<file path="src/rtl/pbs_pkg.sv">
package pbs_pkg;
  localparam int INSTR_W   = 32;
  localparam int IDX_W     = 5;

  // field positions of the instruction word (behavioural: decoded below)
  localparam int MAJ_HI    = 31;
  localparam int MAJ_LO    = 26;
  localparam int DST_HI    = 15;
  localparam int DST_LO    = 11;
  localparam int RND_BIT   = 10;
  localparam int MIN_HI    = 9;
  localparam int MIN_LO    = 3;
  localparam int SUF_HI    = 2;
  localparam int SUF_LO    = 0;

  localparam logic [MAJ_HI-MAJ_LO:0] MAJ_CODE = 6'b001000;
  localparam logic [MIN_HI-MIN_LO:0] MIN_CODE = 7'b0111001;
  localparam logic [SUF_HI-SUF_LO:0] SUF_CODE = 3'b101;

  typedef enum logic [1:0] {
    OUT_NONE     = 2'd0,
    OUT_WRITE    = 2'd1,
    OUT_RESERVED = 2'd2,
    OUT_DISABLED = 2'd3
  } outcome_e;

  typedef struct packed {
    logic             hit;
    logic             rnd;
    logic [IDX_W-1:0] dst;
  } dec_t;
endpackage

</file>
<file path="src/rtl/pbs_decode.sv">
module pbs_decode
  import pbs_pkg::*;
(
  input  logic [INSTR_W-1:0] word,
  output dec_t               dec
);
  logic maj_ok, min_ok, suf_ok;

  always_comb begin
    maj_ok  = (word[MAJ_HI:MAJ_LO] == MAJ_CODE);
    min_ok  = (word[MIN_HI:MIN_LO] == MIN_CODE);
    suf_ok  = (word[SUF_HI:SUF_LO] == SUF_CODE);
    dec.hit = maj_ok && min_ok && suf_ok;
    dec.rnd = word[RND_BIT];
    dec.dst = word[DST_HI:DST_LO];
  end
endmodule

</file>
<file path="src/rtl/pbs_lane.sv">
module pbs_lane #(
  parameter int LANE_W = 8,
  localparam int SH_W  = $clog2(LANE_W),
  localparam int EXT_W = LANE_W + 1
) (
  input  logic [LANE_W-1:0] lane_in,
  input  logic [SH_W-1:0]   sa,
  input  logic              rnd,
  output logic [LANE_W-1:0] lane_out
);
  logic signed [LANE_W-1:0] x_s;
  logic signed [LANE_W-1:0] trunc_v;
  logic signed [EXT_W-1:0]  dbl_v;
  logic signed [EXT_W-1:0]  dbl_sh;
  logic signed [EXT_W-1:0]  rnd_sum;

  always_comb begin
    x_s      = $signed(lane_in);
    trunc_v  = x_s >>> sa;
    // doubled lane keeps the most significant discarded bit in bit 0
    dbl_v    = $signed({lane_in, 1'b0});
    dbl_sh   = dbl_v >>> sa;
    rnd_sum  = dbl_sh + EXT_W'(1);
    if (sa == '0)
      lane_out = lane_in;
    else if (rnd)
      lane_out = rnd_sum[EXT_W-1:1];
    else
      lane_out = trunc_v;
  end

  always_comb begin
    if (sa == '0)
      AST_ZERO_PASS: assert (lane_out == lane_in);
    if (!rnd && sa != '0)
      AST_SIGN_KEPT: assert (lane_out[LANE_W-1] == lane_in[LANE_W-1]);
  end
endmodule

</file>
<file path="src/rtl/pbs_lane_array.sv">
module pbs_lane_array #(
  parameter int LANE_W = 8,
  parameter int LANES  = 4,
  localparam int DATA_W = LANE_W * LANES,
  localparam int SH_W   = $clog2(LANE_W)
) (
  input  logic [DATA_W-1:0] src,
  input  logic [SH_W-1:0]   sa,
  input  logic              rnd,
  output logic [DATA_W-1:0] res
);
  for (genvar g = 0; g < LANES; g++) begin : g_lane
    pbs_lane #(.LANE_W(LANE_W)) u_lane (
      .lane_in (src[g*LANE_W +: LANE_W]),
      .sa      (sa),
      .rnd     (rnd),
      .lane_out(res[g*LANE_W +: LANE_W])
    );
  end
endmodule

</file>
<file path="src/rtl/packed_sar_unit.sv">
module packed_sar_unit
  import pbs_pkg::*;
#(
  parameter int LANE_W = 8,
  parameter int LANES  = 4,
  localparam int DATA_W = LANE_W * LANES,
  localparam int SH_W   = $clog2(LANE_W)
) (
  input  logic                clk,
  input  logic                rst,
  input  logic                req_valid,
  input  logic [INSTR_W-1:0]  instr_word,
  input  logic                dsp_enable,
  input  logic [DATA_W-1:0]   src_val,
  input  logic [DATA_W-1:0]   amt_val,
  output logic                wr_en,
  output logic [IDX_W-1:0]    wr_idx,
  output logic [DATA_W-1:0]   wr_data,
  output logic                flt_reserved,
  output logic                flt_disabled
);
  dec_t            dec;
  logic [SH_W-1:0] sa;
  logic [DATA_W-1:0] lane_res;
  outcome_e        outcome;

  pbs_decode u_dec (
    .word(instr_word),
    .dec (dec)
  );

  assign sa = amt_val[SH_W-1:0];

  pbs_lane_array #(.LANE_W(LANE_W), .LANES(LANES)) u_arr (
    .src(src_val),
    .sa (sa),
    .rnd(dec.rnd),
    .res(lane_res)
  );

  // the opcode check comes first, so a bad word is reserved even when disabled
  always_comb begin
    if (!req_valid)       outcome = OUT_NONE;
    else if (!dec.hit)    outcome = OUT_RESERVED;
    else if (!dsp_enable) outcome = OUT_DISABLED;
    else                  outcome = OUT_WRITE;
  end

  always_ff @(posedge clk) begin
    if (rst) begin
      wr_en        <= 1'b0;
      wr_idx       <= '0;
      wr_data      <= '0;
      flt_reserved <= 1'b0;
      flt_disabled <= 1'b0;
    end else begin
      wr_en        <= (outcome == OUT_WRITE);
      flt_reserved <= (outcome == OUT_RESERVED);
      flt_disabled <= (outcome == OUT_DISABLED);
      if (outcome == OUT_WRITE) begin
        wr_idx  <= dec.dst;
        wr_data <= lane_res;
      end
    end
  end

  AST_ONE_OUTCOME: assert property (@(posedge clk) disable iff (rst)
    $onehot0({wr_en, flt_reserved, flt_disabled}));
  AST_WRITE_FROM_REQ: assert property (@(posedge clk) disable iff (rst)
    wr_en |-> $past(req_valid && dsp_enable));
  AST_RESERVED_FROM_REQ: assert property (@(posedge clk) disable iff (rst)
    flt_reserved |-> $past(req_valid));
  AST_DATA_HELD: assert property (@(posedge clk) disable iff (rst)
    !wr_en |-> $stable(wr_data));
  AST_IDLE_QUIET: assert property (@(posedge clk) disable iff (rst)
    !$past(req_valid) |-> !(wr_en || flt_reserved || flt_disabled));
endmodule

</file>
<file path="config.mk">
export PLATFORM = sky130hd
export DESIGN_NAME = packed_sar_unit
export DESIGN_NICKNAME = d
export VERILOG_FILES = /design/src/rtl/pbs_pkg.sv /design/src/rtl/pbs_decode.sv /design/src/rtl/pbs_lane.sv /design/src/rtl/pbs_lane_array.sv /design/src/rtl/packed_sar_unit.sv
export SDC_FILE = /design/constraint.sdc
export NUM_CORES = 1
export LEC_CHECK = 0
export ABC_AREA = 1
export BUFFER_PORTS_ARGS = -buffer_cell sky130_fd_sc_hd__buf_2
export CORE_MARGIN = 5
export CORE_UTILIZATION = 50
export CTS_BUF_LIST = sky130_fd_sc_hd__clkbuf_16
export DETAILED_ROUTE_END_ITERATION = 7
export HOLD_SLACK_MARGIN = 0.12
export PLACE_DENSITY_LB_ADDON = 0.2
export SLEW_MARGIN = 10
export SYNTH_ARGS = -nofsm -noshare
export SYNTH_HDL_FRONTEND = slang
export SYNTH_SLANG_ARGS = --single-unit
</file>
<file path="constraint.sdc">
create_clock -name clk -period 2.6 [get_ports clk]
set_input_delay 0.52 -clock clk [delete_from_list [all_inputs] [get_ports clk]]
set_output_delay 0.52 -clock clk [all_outputs]
set_load 0.01 [all_outputs]
</file>
Word-level counts from Yosys, hierarchy flattened
Cells that the tools add are included.
{ "op_classes": {"n_addsub": 4, "n_eq_ne": 6, "shift": 8, "n_mux": 11, "n_reduce_logical": 3} }
{ "op_table": {"columns": ["cell", "count"], "rows": [
  ["two-way mux 8 bit", 8],
  ["adder 9 x 2 -> 9 bit (second input constant)", 4],
  [">>> shifter 9 x 3 -> 9 bit", 4],
  [">>> shifter 8 x 3 -> 8 bit", 4],
  ["== test 7 x 6 -> 1 bit (second input constant)", 1],
  ["== test 6 x 4 -> 1 bit (second input constant)", 1],
  ["two-way mux 2 bit", 3],
  ["== test 2 bit (second input constant)", 2],
  ["== test 3 bit (second input constant)", 1],
  ["zero test 3 bit", 1],
  ["== test 2 x 1 -> 1 bit (second input constant)", 1],
  ["logical AND 1 bit", 2]
]} }
{ "word_totals": {"register_bits": 40, "inputBits": 100, "elab_cells": 37} }

Depth between registers and ports, before layout
Gate-level depths: netlist of run 1.
{ "logic_depth": {"depth_word": 6, "depth_mapped": 17, "ltp_nobuf": 15} }

By module
Synthesis of run 1 repeated with hierarchy kept, for this count alone.
{ "hier_totals": {"cells_unflattened": 744, "hier_area_um2": 4017.6} }
{ "by_module_without_submodules": {"columns": ["mod", "n_inst", "cells_per_inst", "area_each_um2", "seq_area_each_um2"], "rows": [
  ["pbs_lane", 4, 118, 571.8, 0.0],
  ["packed_sar_unit", 1, 242, 1595.3, 800.8],
  ["pbs_decode", 1, 30, 135.1, 0.0]
]} }

Worst setup path before layout of run 1
No wires, ideal clock.
{ "synth_path": {"kind": "in2reg", "start": "in amt_val[0]", "end": "reg wr_data[31]", "setup_time_ns": 0.119, "arrival_ns": 1.859, "required_time_ns": 2.481, "path_slack_ns": 0.621, "stages": 16, "path_buffers": 2, "path_cell_list": "buf_6 > inv_8 > buf_6 > nand2_1 > nand3_1 > nand2_1 > nand2_1 > and2_1 > ha_1 > nand2_1 > inv_1 > nand2_1 > nor2_4 > nand3_1 > o21ai_1 > a21oi_1"} }
{ "synth_via": {"elab_chain_cells": 4} }
{ "synth_rtl": {"columns": ["item", "line", "source"], "rows": [
  ["start, declared", "packed_sar_unit.sv:15", "input logic [DATA_W-1:0] amt_val,"],
  [">>> shifter 9 x 3 -> 9 bit", "pbs_lane.sv:22", "dbl_sh = dbl_v >>> sa;"],
  ["adder 9 x 2 -> 9 bit", "pbs_lane.sv:23", "rnd_sum = dbl_sh + EXT_W'(1);"],
  ["two-way mux 8 bit", "pbs_lane.sv:26", "else if (rnd)"],
  ["two-way mux 8 bit (*)", "pbs_lane.sv:24", "if (sa == '0)"],
  ["end signal, assigned", "packed_sar_unit.sv:62", "wr_data <= lane_res;"],
  ["end, declared", "packed_sar_unit.sv:18", "output logic [DATA_W-1:0] wr_data,"]
]} }
Every way passes the cells marked *; elsewhere a longest branch is shown, timed or not.
A chain may end at the register's enable or synchronous reset.

Final worst setup path of run 1
Same ends and word-level chain as after synthesis.

==> results of run 1 <==
## registers in the layout (all words and copies together) (netlist names)
register	count
wr_data	32
wr_idx	5
flt_disabled	1
flt_reserved	1
wr_en	1
## synthesized netlist by cell type (all sizes together), types with 2 or more instances
library cell / instances / share of area (%)
nor3: 2 / 0.27
nor2: 67 / 7.9
buf: 24 / 5.0
nand2: 267 / 28
o21ai: 31 / 4.2
ha: 4 / 1.4
clkbuf: 8 / 0.82
a21oi: 44 / 6.0
or2: 3 / 0.51
o21bai: 2 / 0.41
dfxtp: 40 / 22
nand4: 7 / 1.2
nand3: 95 / 13
inv: 69 / 7.2
o211ai: 2 / 0.41
nor4: 4 / 0.68
## how the worst max path moves through the flow
| stage | startpoint | endpoint | slack [ps] | depth (start not counted) |
|---|---|---|---|---|
| 5_1_grt | amt_val[0] | wr_data[31] | 250 | 15 |
| 2_1_floorplan | amt_val[0] | wr_data[31] | 620 | 16 |
| 4_1_cts | amt_val[0] | wr_data[31] | 450 | 15 |
| 3_3_place_gp | amt_val[0] | wr_data[31] | 200 | 15 |
| 3_5_place_dp | amt_val[0] | wr_data[31] | 150 | 15 |
| 6_report | amt_val[0] | wr_data[31] | 450 | 15 |
## layer usage
metal | routed length (um) | share of wire, % | up-vias
li1 | - | - | 2327
met1 | 4360 | 39 | 2095
met2 | 5810 | 52 | 146
met3 | 622 | 5.5 | 38
met4 | 442 | 3.9 | 0
met5 | 0 | 0 | -
## worst max-delay path, cell delays in order
cell and delay [ps]:
buf_2 310, buf_4 210, nand2_1 50, nand3_1 100
nand2_1 60, nand2_1 80, and2_1 130, ha_1 140
nand2_1 50, inv_1 70, nand2_1 100, nor2_4 130
nand3_1 100, o21ai_1 180, a21oi_1 80
## where the power goes
part           internal, uW  switching [uW]
clock                   445             228
sequential              614           0.156
combinational           164             313
total                  1220             541
## final cells by class
cell class / instances / area (um^2)
inverter: 69 / 267
fill: 741 / 2850
sequential: 40 / 801
tap: 99 / 124
clock buffer: 5 / 125
multi-input combinational: 532 / 2400
clock inverter: 3 / 37.5
timing repair buffer: 113 / 611
## stage by stage
| step | setup WS, ps | cells | hold WS [ps] |
|---|---|---|---|
| floorplan | 621 | 673 | 486 |
| global placement | 198 | 853 | 454 |
| finish | 446 | 861 | 453 |
| detailed placement | 155 | 853 | 453 |
| CTS | 448 | 861 | 452 |
| global route | 247 | 861 | 479 |
## cells by family after synthesis
group / after synthesis / share of synthesized area [%]
simple gates: 447 / 52.4
buf+inv: 101 / 13.0
compound gates: 81 / 11.4
flops: 40 / 21.8
fa+ha+maj: 4 / 1.36
==> flow_metrics.py, run 1 <==
metrics = {
    "timing": {
        "hold_viol_final": 0,
        "setup_viol": 0,
        "slew-limit-headroom_pct": 56.8,
        "fin_skew_ps": 0,
        "rsz0062_at_grt": "false",
        "timing.setup.tns_ps": 0,
        "fin_crit_sh_pct": 82.8,
        "fmax_ghz": 0.464,
        "min_period_ps": 2150,
        "max_slew.worst_pin.slew_ps": 648,
        "drv_slew": 0,
    },
    "pwr": {
        "ir_drop_uv": 283,
        "p_leak_uw": 0.00246,
        "power.density_nw_per_um2": 404,
        "power.total_uw": 1760,
    },
    "routing": {
        "num_vias": 4606,
        "viasPerCell": 5.35,
        "final_antenna_net_count": 0,
        "wl_per_cell_um": 13.0,
        "drt_iter0_markers": 248,
        "route.detailed.drc": 0,
        "drt_wl_total_um": 11200,
        "drt-pass1-iter-count": 5,
    },
    "global_routing": {
        "grt_use_met1_pct": 26.2,
        "grt_pass1_wl_um": 18000,
        "track_usage_pct": 24.5,
        "grt_max_degree": 34,
        "grt_pass1_vias": 4322,
        "antenna_found_initial": 0,
        "grt-busiest-layer": "met2",
        "gr-usage-met3_pct": 3.67,
        "grt.met2_usage_pct": 46.2,
        "overflow": 0,
    },
    "cells_and_area": {
        "final_common_cell": "nand2_1",
        "fin_util_pct": 60.5,
        "n_antenna_cell": 0,
        "finalInstanceArea_um2": 4360,
        "final_cell_mix": "nand2_1 (249), buf_2 (100), nand3_1 (94)",
        "fin_nets": 865,
        "syn2layout_area_growth_pct": 18.6,
        "drive_gt1_share_pct": 19.7,
    },
    "worst_hold_path": {
        "min_to": "wr_idx[1]",
        "min-delay-start": "instr_word[12]",
        "hold_path_depth": 3,
        "hp-class": "primary input to flip-flop",
    },
    "clock_tree": {
        "root_buffer": "clkbuf_16",
        "cts_setup_buffers": 0,
        "cts_tree": "done",
        "holdBufCountCts": 0,
        "cts-resized-gates": 0,
        "htreeDepth": 2,
        "cts_inserted_buffers": 5,
        "clk_pin_slew_worst_paths_ps": 60,
        "clock_latency_ps": 280,
        "clock_path_buffers": 2,
        "cts.sinks": 40,
    },
    "synthesis": {
        "synth-seq-cells": 40,
        "seq_area_frac_synth_pct": 21.8,
        "post_synth.cell_area_avg_um2": 5.47,
        "async_reset_ff_share_pct": 0,
        "synth-edff-count": 0,
        "syn_inst": 673,
        "ys_types": 29,
        "ys.flop_type": "dfxtp_1",
        "yosys_warnings": 0,
        "syn_area_um2": 3680,
        "syn_nets": 777,
    },
    "critical_path": {
        "cp.required_ps": 2770,
        "cp_data_arrival_time_ps": 2320,
        "crit_type": "primary input to flip-flop",
        "end_kind": "flip-flop",
        "ff2ff_path_depth": 4,
        "critPathMaxFanout": 15,
        "reg2reg_to": "wr_data[11]",
        "r2r_start": "wr_data[11]",
        "r2r_slack_ps": 1920,
        "cp-start-kind": "primary input",
    },
    "die": {
        "die_y_um": 95.8,
        "ioPinCount": 140,
        "fp.coreArea_um2": 7210,
        "dieWidth_um": 95.8,
        "die_area_um2": 9170,
        "start_util_pct": 51.0,
        "rows": 31,
    },
    "placement": {
        "dp_hpwl_um": 8840,
        "io_buffer_count": 100,
        "gp_congestion": 0.897,
        "dpl-instance-area_um2": 4200,
    },
    "status": {
        "status": "complete, no violations",
    },
    "flow_run": {
        "cap_viol_max_count": 0,
    },
}
Note: power is estimated with default switching activity, not from simulation.
==> run 2: changes to the inputs <==
==> constraint.sdc (replaced) <==
create_clock -name clk -period 2.05 [get_ports clk]
set_input_delay 0.41 -clock clk [delete_from_list [all_inputs] [get_ports clk]]
set_output_delay 0.41 -clock clk [all_outputs]
set_load 0.01 [all_outputs]
==> run 2 against run 1 <==
Net effect:
- setup slack worse by 240 ps
- largest cell class unchanged
- hold slack got worse by 120 ps
- clock-buffer cell count is the same
- register-to-register slack worse by 540 ps
- cell count is 5.2% higher
- sequential cell count unchanged
- critical endpoint unchanged
- sequential share of layout area decreased by 1.4 points
- wire length grew 7.4%
- power increased by 27%
- core utilization grew 5.0 points
- global-route usage rose by 2.5 points
- clock power grew 12%
==> flow_metrics.py, run 2 (synthesis gave the netlist of run 1 again) <==
metrics = {
    "status": {
        "status": "complete, no violations",
    },
    "clock_tree": {
        "htreeDepth": 2,
        "holdBufCountCts": 0,
        "clock_latency_ps": 280,
        "cts.sinks": 40,
        "clk_pin_slew_worst_paths_ps": 60,
        "cts_tree": "done",
        "clock_path_buffers": 2,
        "cts_inserted_buffers": 5,
        "root_buffer": "clkbuf_16",
    },
    "timing": {
        "hold_viol_final": 0,
        "max_slew.worst_pin.slew_ps": 367,
        "rsz0062_at_grt": "true",
        "slew-limit-headroom_pct": 75.3,
        "timing.setup.tns_ps": 0,
        "min_period_ps": 1850,
        "setup_viol": 0,
        "drv_slew": 0,
        "fin_skew_ps": 0,
        "fmax_ghz": 0.542,
        "fin_crit_sh_pct": 90.1,
        "worst_slack_ps": 204,
    },
    "pwr": {
        "p_leak_uw": 0.00268,
        "power.total_uw": 2240,
        "power.density_nw_per_um2": 474,
        "ir_drop_uv": 477,
    },
    "critical_path": {
        "crit_type": "primary input to flip-flop",
        "cp.required_ps": 2230,
        "r2r_start": "wr_data[16]",
        "reg2reg_to": "wr_data[16]",
        "cp_common_cell": "nand2_1",
        "slowest_stage": "clkbuf_4",
        "critical-path-top-delay-family": "simple AND/OR/NAND/NOR gates",
        "critPathBufInv": 3,
        "slowest_delay_ps": 180,
        "critPathMaxFanout": 17,
        "cp_data_arrival_time_ps": 2020,
        "r2r_slack_ps": 1380,
        "cp-start-kind": "primary input",
        "ff2ff_path_depth": 2,
        "cp_cell_sequence": "clkbuf_4 > buf_12 > nand2_1 > nand3_1 > nand2_1 > nand2_1 > and2_1 > ha_1 > nand2_1 > inv_1 > nand2_1 > nor2_4 > nand3_1 > o21ai_2 > a21oi_1",
        "end_kind": "flip-flop",
    },
    "worst_hold_path": {
        "min-delay-start": "instr_word[11]",
        "hp-class": "primary input to flip-flop",
        "min_to": "wr_idx[0]",
        "hold_path_depth": 3,
    },
    "routing": {
        "drt_iter0_markers": 261,
        "viasPerCell": 5.28,
        "final_antenna_net_count": 0,
        "num_vias": 4780,
        "drt_wl_total_um": 12100,
        "route.detailed.drc": 0,
        "drt-pass1-iter-count": 6,
        "wl_per_cell_um": 13.3,
    },
    "global_routing": {
        "antenna_found_initial": 0,
        "grt_pass1_wl_um": 20000,
        "overflow": 0,
        "track_usage_pct": 27.1,
        "grt_pass1_vias": 4595,
        "grt_max_degree": 33,
    },
    "die": {
        "start_util_pct": 51.0,
        "dieWidth_um": 95.8,
        "rows": 31,
        "fp.coreArea_um2": 7210,
        "die_area_um2": 9170,
        "ioPinCount": 140,
        "die_y_um": 95.8,
    },
    "placement": {
        "place_ws_ps": -139,
        "io_buffer_count": 100,
        "gp_congestion": 0.926,
        "dp_hpwl_um": 9620,
    },
    "cells_and_area": {
        "reg_top3": "wr_data x32, wr_idx x5",
        "final_common_cell": "nand2_1",
        "fin_util_pct": 65.5,
        "syn2layout_area_growth_pct": 28.5,
        "regMostFlops": "wr_data",
        "largest_register_ffs": 32,
        "n_antenna_cell": 0,
        "fin_nets": 910,
        "final_cell_mix": "nand2_1 (249), buf_2 (99), nand3_1 (94)",
        "fillerInstances": 721,
        "drive_gt1_share_pct": 24.5,
    },
    "flow_run": {
        "cap_viol_max_count": 0,
    },
}
run 2: metrics by stage:
| step | hold slack (ps) | area [um^2] | std cells |
|---|---|---|---|
| after CTS | 336 | 4710 | 906 |
| after detailed placement | 455 | 4560 | 898 |
| after floorplan | 486 | 3680 | 673 |
| after global placement | 450 | 4560 | 898 |
| final | 334 | 4730 | 906 |
| after global routing | 348 | 4730 | 906 |
run 2: repair_timing:
| action | in CTS | in global routing |
|---|---|---|
| endpoints found under the setup margin | 0 | 4 |
| resized for setup | 0 | 5 |
| buffers inserted | 0 | 0 |
run 2: worst max path at each step:
stage,endpoint,startpoint,slack [ps],cells past startpoint
final,wr_data[31],amt_val[0],200,15
after global routing,wr_data[1],amt_val[0],-8,14
after global placement,wr_data[31],amt_val[0],-100,15
after floorplan,wr_data[31],amt_val[0],180,16
after CTS,wr_data[31],amt_val[0],160,15
after detailed placement,wr_data[31],amt_val[0],-140,15
run 2: tightest hold or removal path, stage by stage:
cell and delay (ps):
buf_2 80, nor2_1 30, nor2_1 70
run 2: power breakdown:
| part | internal, uW | switching (uW) |
|---|---|---|
| sequential | 778 | 0.186 |
| combinational | 283 | 424 |
| clock | 448 | 309 |
| total | 1510 | 732 |
run 2: metal layers:
metal  wire length [um]  GRT usage, %
met1               4800          30.5
met2               6280          51.8
met3                622          3.44
met4                367          9.00
met5                  0             0
run 2: area by class of cell:
| class | count | area (um^2) | area share (%) |
|---|---|---|---|
| Multi-Input combinational cell | 532 | 2410 | 51.0 |
| Sequential cell | 40 | 801 | 16.9 |
| Timing Repair Buffer | 158 | 980 | 20.7 |
| Inverter | 69 | 272 | 5.74 |
| Clock buffer | 5 | 125 | 2.65 |
| Clock inverter | 3 | 17.5 | 0.371 |
| Tap cell | 99 | 124 | 2.62 |
==> run 3: changes to the inputs <==
==> constraint.sdc (replaced) <==
create_clock -name clk -period 1.76 [get_ports clk]
set_input_delay 0.352 -clock clk [delete_from_list [all_inputs] [get_ports clk]]
set_output_delay 0.352 -clock clk [all_outputs]
set_load 0.01 [all_outputs]
==> run 3 against run 2 <==
Net effect:
- critical path depth fell by 1
- cell area is 15% higher
- non-clock buffer count increased by 41
- cell count grew 4.7%
- clock-buffer cell count stayed put
- global-route usage is 0.92 points higher
- hold slack got worse by 52 ps
- wire length increased by 11%
- clock skew did not move
==> flow_metrics.py, run 3 (synthesis gave the netlist of run 1 again) <==
metrics = {
    "status": {
        "status": "complete, no violations",
    },
    "die": {
        "rows": 31,
        "start_util_pct": 51.0,
        "ioPinCount": 140,
        "die_area_um2": 9170,
        "die_y_um": 95.8,
        "fp.coreArea_um2": 7210,
        "dieWidth_um": 95.8,
    },
    "pwr": {
        "power.density_nw_per_um2": 538,
        "pwr-share-clk_pct": 34.1,
        "p_leak_uw": 0.00300,
        "netSwitchingFraction_pct": 30.9,
        "p_switching_uw": 901,
        "ir_drop_uv": 617,
        "p_comb_share_pct": 34.8,
        "intPower_uw": 2020,
        "power_frac_seq_pct": 31.1,
    },
    "critical_path": {
        "cp.required_ps": 1930,
        "reg2reg_to": "wr_data[13]",
        "crit_type": "primary input to flip-flop",
        "r2r_slack_ps": 1060,
        "cp_data_arrival_time_ps": 1850,
        "r2r_start": "wr_data[13]",
        "critPathMaxFanout": 8,
        "cp-start-kind": "primary input",
        "end_kind": "flip-flop",
        "ff2ff_path_depth": 2,
    },
    "routing": {
        "final_antenna_net_count": 0,
        "met3WireLength_um": 754,
        "wl_met1_um": 5250,
        "route.detailed.drc": 0,
        "drt_iter0_markers": 230,
        "wl_met2_um": 6990,
        "drt-pass1-iter-count": 4,
        "num_vias": 4997,
        "routed.top_layer": "met4",
        "wl_per_cell_um": 14.1,
        "viasPerCell": 5.27,
        "drt_wl_total_um": 13400,
    },
    "timing": {
        "fin_crit_sh_pct": 95.8,
        "timing.setup.tns_ps": 0,
        "hold_slack_ps": 282,
        "hold_viol_final": 0,
        "max_slew.worst_pin.slew_ps": 314,
        "slew-limit-headroom_pct": 78.9,
        "fmax_ghz": 0.593,
        "fin_skew_ps": 0,
        "drv_slew": 0,
        "setup_viol": 0,
        "min_period_ps": 1690,
        "rsz0062_at_grt": "true",
    },
    "clock_tree": {
        "htreeDepth": 2,
        "clock_latency_ps": 270,
        "clk_pin_slew_worst_paths_ps": 60,
        "clock_path_buffers": 2,
        "cts_tree": "done",
        "cts.sinks": 40,
        "root_buffer": "clkbuf_16",
        "holdBufCountCts": 0,
        "cts_inserted_buffers": 5,
    },
    "cells_and_area": {
        "largest_register_ffs": 32,
        "final_cell_mix": "nand2_1 (234), buf_2 (98), buf_4 (85)",
        "regMostFlops": "wr_data",
        "fin_nets": 953,
        "n_antenna_cell": 0,
        "drive_gt1_share_pct": 33.6,
        "syn2layout_area_growth_pct": 47.3,
        "fillerInstances": 623,
        "reg_top3": "wr_data x32, wr_idx x5",
        "final_common_cell": "nand2_1",
    },
    "global_routing": {
        "overflow": 0,
        "antenna_found_initial": 0,
        "grt_pass1_vias": 4742,
        "grt_pass1_wl_um": 20600,
        "track_usage_pct": 28.0,
        "grt_max_degree": 32,
    },
    "flow_run": {
        "cap_viol_max_count": 0,
    },
    "placement": {
        "gp_congestion": 0.938,
        "io_buffer_count": 100,
        "dp_hpwl_um": 9890,
    },
    "worst_hold_path": {
        "hp-class": "primary input to flip-flop",
        "hold_path_depth": 3,
        "min_to": "wr_idx[4]",
        "min-delay-start": "instr_word[15]",
    },
}
-- run 3: cell count changes in the layout (fill, tap and decap cells not counted), sizes merged --
cell / delta
buf: +37
bufinv: +1
clkbuf: +4
clkinv: -1
inv: +2
-- run 3: routing by layer --
layer	global-route usage (%)	up-vias
li1	-	2502
met1	31.7	2305
met2	53.2	159
met3	3.83	31
met4	9.36	0
met5	0	-
-- run 3: stage by stage --
step / total power, uW / util [%] / std cells / area (um^2) / setup WS, ps
after global routing: 3080 / 75.1 / 949 / 5420 / -26.7
after global placement: 1800 / 67.5 / 931 / 4870 / -305
after detailed placement: 1820 / 67.5 / 931 / 4870 / -342
after CTS: 2820 / 69.9 / 939 / 5040 / -1.34
final: 2920 / 75.1 / 949 / 5420 / 74.5
after floorplan: 1440 / - / 673 / 3720 / -25.2
-- run 3: repair_timing --
action | CTS | global route
setup endpoints to repair | 6 | 23
pin swaps | 0 | 17
cloned | 0 | 7
buffers inserted | 0 | 3
resized for setup | 3 | 60
-- run 3: power groups by stage --
stage,combinational (uW),clock [uW],sequential [uW]
finish,1020,995,907
global route,1130,1050,907
CTS,904,1010,907
detailed placement,896,0,927
global placement,875,0,927
floorplan,513,0,928
-- run 3: worst max path at each step --
stage / startpoint / to / slack [ps]
after global routing: amt_val[0] / wr_data[31] / -30
after floorplan: amt_val[0] / wr_data[23] / -30
final: amt_val[0] / wr_data[31] / 70
after detailed placement: amt_val[0] / wr_data[15] / -340
after global placement: amt_val[0] / wr_data[31] / -310
after CTS: amt_val[0] / wr_data[15] / -1
-- run 3: layout make-up --
class                   instances  area, um^2  area share (%)
multi-input cells             532        2570            47.4
repair buffers                199        1450            26.8
flip-flops and latches         40         801            14.8
inverters                      69         293            5.40
clock buffers                   5         125            2.31
well taps                      99         124            2.29
clock inverters                 3        38.8           0.716
repair inverters                2        17.5           0.323
-- run 3: worst max-delay path: stages --
cell and delay, ps:
buf_16 130, clkbuf_16 160, nand2_2 70, nand3_1 90
nand3_2 80, and2_4 140, ha_1 130, nand2_1 60
inv_2 70, nand2_2 70, nor2_4 150, nand3_2 110
o21ai_2 180, a21oi_2 70
